**config.mk**
```make
export PLATFORM = sky130hd
export DESIGN_NAME = sync_serial_port
export DESIGN_NICKNAME = d
export VERILOG_FILES = /design/src/rtl/ssp_pkg.sv /design/src/rtl/ssp_clkgen.sv /design/src/rtl/ssp_shift.sv /design/src/rtl/ssp_regs.sv /design/src/rtl/sync_serial_port.sv
export SDC_FILE = /design/constraint.sdc
export NUM_CORES = 1
export LEC_CHECK = 0
export BUFFER_PORTS_ARGS = -buffer_cell sky130_fd_sc_hd__buf_2
export CORE_ASPECT_RATIO = 0.75
export CORE_MARGIN = 2
export CORE_UTILIZATION = 40
export CTS_CLUSTER_DIAMETER = 200
export DETAILED_ROUTE_END_ITERATION = 6
export PLACE_DENSITY = 0.7
export SKIP_CTS_REPAIR_TIMING = 1
export SYNTH_ARGS = -nofsm -noshare
export SYNTH_HDL_FRONTEND = slang
export SYNTH_SLANG_ARGS = --single-unit
```
**constraint.sdc**
```tcl
create_clock -name clk -period 7.7 [get_ports clk]
set_clock_uncertainty 0.2 [all_clocks]
set_input_delay 0.77 -clock clk [delete_from_list [all_inputs] [get_ports clk]]
set_output_delay 0.77 -clock clk [all_outputs]
set_load 0.02 [all_outputs]
```
**src/rtl/ssp_pkg.sv**
```systemverilog
`timescale 1ns/1ps
package ssp_pkg;
  localparam logic [1:0] A_CTRL = 2'd0;
  localparam logic [1:0] A_STAT = 2'd1;
  localparam logic [1:0] A_TXD  = 2'd2;
  localparam logic [1:0] A_RXD  = 2'd3;

  localparam int S_TXE = 0;
  localparam int S_RXF = 1;
  localparam int S_OVR = 2;

  // A half period ends once the counter has reached the programmed field
  function automatic logic half_elapsed(input int unsigned cnt, input int unsigned field);
    return cnt == field;
  endfunction

  // Number of system clocks in one half period for a given field
  function automatic int unsigned half_cycles(input int unsigned field);
    return field + 1;
  endfunction
endpackage

```
**src/rtl/ssp_clkgen.sv**
```systemverilog
`timescale 1ns/1ps
module ssp_clkgen import ssp_pkg::*; #(
  parameter int DIV_W = 6,
  parameter int NBITS = 8
) (
  input  logic             clk,
  input  logic             rst_n,
  input  logic [DIV_W-1:0] half_div,
  input  logic             go,
  input  logic             abort,
  output logic             sclk,
  output logic             load,
  output logic             rise,
  output logic             shift,
  output logic             done
);
  localparam int BCW = $clog2(NBITS + 1);

  logic             active, sclk_q;
  logic [DIV_W-1:0] cnt;
  logic [BCW-1:0]   nrise;
  logic             tick, boundary;

  assign tick     = active && half_elapsed(32'(cnt), 32'(half_div));
  assign rise     = tick && !sclk_q;
  assign boundary = tick && sclk_q && (nrise == BCW'(NBITS));
  assign shift    = tick && sclk_q && (nrise != BCW'(NBITS));
  assign load     = !abort && go && (!active || boundary);
  assign done     = rise && (nrise == BCW'(NBITS - 1));
  assign sclk     = sclk_q;

  always_ff @(posedge clk or negedge rst_n) begin
    if (!rst_n) begin
      active <= 1'b0; sclk_q <= 1'b1; cnt <= '0; nrise <= '0;
    end else if (abort) begin
      active <= 1'b0; sclk_q <= 1'b1; cnt <= '0; nrise <= '0;
    end else if (load) begin
      active <= 1'b1; sclk_q <= 1'b0; cnt <= '0; nrise <= '0;
    end else if (boundary) begin
      active <= 1'b0; cnt <= '0;
    end else if (tick) begin
      cnt    <= '0;
      sclk_q <= ~sclk_q;
      if (rise) nrise <= nrise + BCW'(1);
    end else if (active) begin
      cnt <= cnt + DIV_W'(1);
    end
  end

  assert_abort_idles_R10: assert property (@(posedge clk) disable iff (!rst_n)
    abort |=> (sclk_q && !active));
  assert_start_falls_R2: assert property (@(posedge clk) disable iff (!rst_n)
    (load && !active) |=> !sclk_q);
  assert_idle_high_R8: assert property (@(posedge clk) disable iff (!rst_n)
    (!active && !load) |=> sclk_q);
endmodule

```
**src/rtl/ssp_shift.sv**
```systemverilog
`timescale 1ns/1ps
module ssp_shift #(
  parameter int NBITS = 8
) (
  input  logic             clk,
  input  logic             rst_n,
  input  logic             load,
  input  logic             shift,
  input  logic             rise,
  input  logic [NBITS-1:0] tx_word,
  input  logic             rxd,
  output logic             txd,
  output logic [NBITS-1:0] rx_word
);
  logic [NBITS-2:0] tx_sh;
  logic [NBITS-1:0] rx_sh;
  logic             txd_q;

  assign txd     = txd_q;
  // Word as it stands once the current rising-edge bit is included
  assign rx_word = {rxd, rx_sh[NBITS-1:1]};

  always_ff @(posedge clk or negedge rst_n) begin
    if (!rst_n) begin
      txd_q <= 1'b1; tx_sh <= '0;
    end else if (load) begin
      txd_q <= tx_word[0];
      tx_sh <= tx_word[NBITS-1:1];
    end else if (shift) begin
      txd_q <= tx_sh[0];
      tx_sh <= {1'b0, tx_sh[NBITS-2:1]};
    end
  end

  always_ff @(posedge clk or negedge rst_n) begin
    if (!rst_n) rx_sh <= '0;
    else if (rise) rx_sh <= rx_word;
  end
endmodule

```
**src/rtl/ssp_regs.sv**
```systemverilog
`timescale 1ns/1ps
module ssp_regs import ssp_pkg::*; #(
  parameter int DW = 8
) (
  input  logic          clk,
  input  logic          rst_n,
  input  logic [1:0]    addr,
  input  logic          wr_en,
  input  logic [DW-1:0] wr_data,
  output logic [DW-1:0] rd_data,
  input  logic          load,
  input  logic          done,
  input  logic [DW-1:0] rx_word,
  output logic [DW-1:0] tx_word,
  output logic [DW-3:0] half_div,
  output logic          go,
  output logic          abort,
  output logic          irq_tx,
  output logic          irq_rx
);
  logic          tx_en, rx_en, txe, rxf, ovr, txe_d, rxf_d;
  logic [DW-3:0] div_q;
  logic [DW-1:0] tx_q, rx_q;
  logic          wr_ctrl, wr_stat, wr_txd, store, ovr_hit;

  assign wr_ctrl = wr_en && (addr == A_CTRL);
  assign wr_stat = wr_en && (addr == A_STAT);
  assign wr_txd  = wr_en && (addr == A_TXD);
  assign store   = done && rx_en && !rxf;
  assign ovr_hit = done && rx_en && rxf;

  assign go       = tx_en && !txe && !ovr;
  assign abort    = !tx_en && !rx_en;
  assign tx_word  = tx_q;
  assign half_div = div_q;
  assign irq_tx   = txe && !txe_d;
  assign irq_rx   = rxf && !rxf_d;

  always_ff @(posedge clk or negedge rst_n) begin
    if (!rst_n) begin
      tx_en <= 1'b0; rx_en <= 1'b0; div_q <= '0; tx_q <= '0;
    end else begin
      if (wr_ctrl) begin
        tx_en <= wr_data[0];
        rx_en <= wr_data[1];
        div_q <= wr_data[DW-1:2];
      end
      if (wr_txd) tx_q <= wr_data;
    end
  end

  always_ff @(posedge clk or negedge rst_n) begin
    if (!rst_n) begin
      txe <= 1'b1; rxf <= 1'b0; ovr <= 1'b0; rx_q <= '0;
      txe_d <= 1'b1; rxf_d <= 1'b0;
    end else begin
      txe_d <= txe;
      rxf_d <= rxf;
      if (load) txe <= 1'b1;
      else if (wr_stat && !wr_data[S_TXE]) txe <= 1'b0;
      if (store) rxf <= 1'b1;
      else if (wr_stat && !wr_data[S_RXF]) rxf <= 1'b0;
      if (ovr_hit) ovr <= 1'b1;
      else if (wr_stat && !wr_data[S_OVR]) ovr <= 1'b0;
      if (store) rx_q <= rx_word;
    end
  end

  always_comb begin
    case (addr)
      A_CTRL:  rd_data = {div_q, rx_en, tx_en};
      A_STAT:  rd_data = {{(DW-3){1'b0}}, ovr, rxf, txe};
      A_TXD:   rd_data = tx_q;
      default: rd_data = rx_q;
    endcase
  end

  assert_ovr_blocks_load_R9: assert property (@(posedge clk) disable iff (!rst_n)
    ovr |-> !load);
  assert_rx_kept_on_ovr_R9: assert property (@(posedge clk) disable iff (!rst_n)
    (done && rxf) |=> $stable(rx_q));
  assert_load_sets_txe_R5: assert property (@(posedge clk) disable iff (!rst_n)
    load |=> txe);
  assert_irq_rx_single_R4: assert property (@(posedge clk) disable iff (!rst_n)
    irq_rx |=> !irq_rx);
endmodule

```
**src/rtl/sync_serial_port.sv**
```systemverilog
`timescale 1ns/1ps
module sync_serial_port #(
  parameter int DW = 8
) (
  input  logic          clk,
  input  logic          rst_n,
  input  logic [1:0]    addr,
  input  logic          wr_en,
  input  logic [DW-1:0] wr_data,
  output logic [DW-1:0] rd_data,
  input  logic          rxd,
  output logic          sclk,
  output logic          txd,
  output logic          irq_tx,
  output logic          irq_rx
);
  localparam int DIV_W = DW - 2;

  logic [DIV_W-1:0] half_div;
  logic [DW-1:0]    tx_word, rx_word;
  logic             go, abort, load, rise, shift, done;

  ssp_regs #(.DW(DW)) u_regs (
    .clk(clk), .rst_n(rst_n), .addr(addr), .wr_en(wr_en), .wr_data(wr_data),
    .rd_data(rd_data), .load(load), .done(done), .rx_word(rx_word),
    .tx_word(tx_word), .half_div(half_div), .go(go), .abort(abort),
    .irq_tx(irq_tx), .irq_rx(irq_rx));

  ssp_clkgen #(.DIV_W(DIV_W), .NBITS(DW)) u_clkgen (
    .clk(clk), .rst_n(rst_n), .half_div(half_div), .go(go), .abort(abort),
    .sclk(sclk), .load(load), .rise(rise), .shift(shift), .done(done));

  ssp_shift #(.NBITS(DW)) u_shift (
    .clk(clk), .rst_n(rst_n), .load(load), .shift(shift), .rise(rise),
    .tx_word(tx_word), .rxd(rxd), .txd(txd), .rx_word(rx_word));

  assert_txd_on_low_R3: assert property (@(posedge clk) disable iff (!rst_n)
    !$stable(txd) |-> !sclk);
endmodule

```
==> summary.txt <==
Die span in y = 75.3 µm
Register clock-pin slew on the reported worst setup and hold paths = 0.10 ns
Total of max-cap violations = 0
Post-Syn Area = 0.00271 mm²
Yosys top cell by area = dfrtp_1
Worst-Skew Late Latency = 0.31 ns
Gr usage total = 17.1%
Core area = 0.00641 mm²
# diodes = 0
Worst hold slack = 0.188 ns
# fillers = 597
Final Cycle Share = 37.5%
H-tree level count = 2
Commonest non-fill, non-tap cell in the layout = dfrtp_1
Ys flop type = dfrtp_1
Number of global-route vias before repair = 1906
Vias post-DR = 1919
Number of synthesized flops with an enable pin = 0
Final setup viols = 0
Post-synthesis register bit count = 56
Syn-to-layout area delta = 11.7%
Synthesized instance count = 232
Largest net degree at the start of global routing = 57
CP arrival = 2.88 ns
Fmax = 0.347 GHz
Vias/cell = 5.66
Mean area per synthesized cell = 11.7 µm²
HPWL after detailed placement = 4330 µm
Syn nets = 249
Worst IR Drop VDD = 103 µV
Critical Path RT = 7.70 ns
Post-route ant nets = 0
Int Pwr = 546 µW
TritonRoute pass-1 iters = 4
Synth area leaders = dfrtp_1 (48%), mux2_2 (15%), dfstp_2 (3.9%)
Row count = 25
Share of layout cells above drive strength 1 = 31.4%
Clk sink count = 56
DRT iter0 DRCs = 77
Root Buffer = clkbuf_8
Relative slew margins = 32.9%
Setup Crit Path Kind = reg -> reg
Sequential Area = 0.00141 mm²
Nets = 274
Io pins = 26
P_leak = 0.00134 µW
CTS tree = built
Reg2reg setup slack = 4.82 ns
Status = finished, final reports clean
Share of the synthesized area in the top cell type = 48.1%
First-pass GRT wire length = 9870 µm
Multi-input gate area = 0.00124 mm²
RSZ-0062 raised after global routing = no
Die width = 99 µm
Initial antenna violation count = 1
Final setup TNS = 0 ns
CP Launch Type = flop
Switch share = 33.3%
Switching power = 273 µW
Power per Cell Area = 270 mW/mm²
Most frequent cells in the layout = dfrtp_1 (52), mux2_2 (35), buf_2 (25)
Wire length per cell = 17.6 µm
Final Slew Violations = 0
Register share of total power = 51.3%
CP max FO = 11
Total Routed Length = 5980 µm
Async S/R FF share, synth = 100%
Number of port buffers = 25
Warnings, synthesis = 0
Hold violation count in the final report = 0
DRC violations left = 0
Die area = 0.00745 mm²
Routability congestion estimate = 0.890
Worst min path class = reg -> reg
CP Capture Type = flop
Post-synthesis sequential area ratio = 51.9%
Comb pwr share = 24.6%
Longest Clk Path Bufs = 2
Clock share of power = 24.1%
Total CTS buffers = 5
Initial Util = 42.2%
Post-layout min period = 2.88 ns
Actual slew at the worst max-slew pin = 0.999 ns
Global route total overflow = 0
Yosys cell types = 39
-- per-stage QoR --
stage | worst slack [ns] | instance area (µm²) | total power [µW] | std cells | utilization (%)
floorplan | 4.99 | 2710 | 555 | 232 | -
global placement | 4.92 | 2910 | 619 | 331 | 45.4
detailed placement | 4.88 | 2910 | 625 | 331 | 45.4
CTS | 4.87 | 3020 | 821 | 339 | 47.2
global route | 4.61 | 3020 | 869 | 339 | 47.2
finish | 4.82 | 3020 | 818 | 339 | 47.2
-- kinds of logic after synthesis --
family	count (synthesis)	synth area share, %
flip-flops	56	51.9
adder cells (fa/ha/maj)	3	1.39
AO/OA/AOI/OAI	35	8.64
AND/OR/NAND/NOR	71	14.2
multiplexers	39	17.4
XOR/XNOR	13	4.21
buffers and inverters	15	2.17
-- registers in the layout, indices dropped and copies added (netlist names), 4 cells and up --
signal           flops
u_regs.rx_q          8
u_regs.tx_word       8
u_shift.rx_sh        7
u_shift.tx_sh        7
u_clkgen.cnt         6
u_regs.half_div      6
u_clkgen.nrise       4
-- cells in the mapped netlist, drive strengths merged (2+ instances only) --
master,number
dfrtp,52
mux2,35
nor2,18
nand2,13
o21ai,10
nor3,8
clkbuf,7
xor2,7
and3,6
inv,6
xnor2,6
a211oi,5
a22o,5
nand3,5
o22ai,5
dfstp,4
nor4b,4
ha,3
mux4,3
nand3b,3
nor4,3
or3,3
a211o,2
a21oi,2
a31oi,2
buf,2
nand4,2
o31ai,2
-- critical path, stage by stage (launching register included) --
cell and delay (ns):
dfrtp_1 0.48, or3b_2 0.57, nor2_1 0.58, a31oi_1 0.36
and3_1 0.31, a211o_1 0.26
-- cell type report --
cell class              count  area share, %
well taps                  81           3.35
multi-input cells         161           41.1
repair buffers             27           4.63
inverters                   6          0.745
flip-flops and latches     56           46.5
clock inverters             2           1.28
clock buffers               6           2.40
-- metal layers --
metal  share of wire (%)  wire length [µm]  global-route usage (%)  vias up
met5                0.20                12                       0        -
li1                    -                 -                       -      899
met4                0.62                37                    3.35        2
met2                  43              2540                    25.7       55
met3                 6.9               411                    4.46        7
met1                  50              2970                    25.4      956
-- power groups by stage --
stage	clock network, µW	registers [µW]	logic [µW]
detailed placement	0	424	201
global placement	0	422	198
floorplan	0	403	152
finish	198	420	201
CTS	201	418	202
global route	215	429	225
-- path summary, 6_finish.rpt --
check | from | cells after the start | endpoint
max in group asynchronous | rst_n | 2 | u_regs.tx_word[2]$_DFFE_PN0P_
worst max register to register | u_regs.tx_en$_DFFE_PN0P_ | 5 | u_shift.tx_sh[0]$_DFFE_PN0P_
worst max-delay path | u_regs.tx_en$_DFFE_PN0P_ | 5 | u_shift.tx_sh[0]$_DFFE_PN0P_
worst min register to register | u_regs.txe$_DFFE_PN1P_ | 0 | u_regs.txe_d$_DFF_PN1_
worst min-delay path | u_regs.txe$_DFFE_PN1P_ | 0 | u_regs.txe_d$_DFF_PN1_
min in group asynchronous | rst_n | 2 | u_shift.tx_sh[1]$_DFFE_PN0P_
No activity file was read; power rests on OpenSTA's default activity.
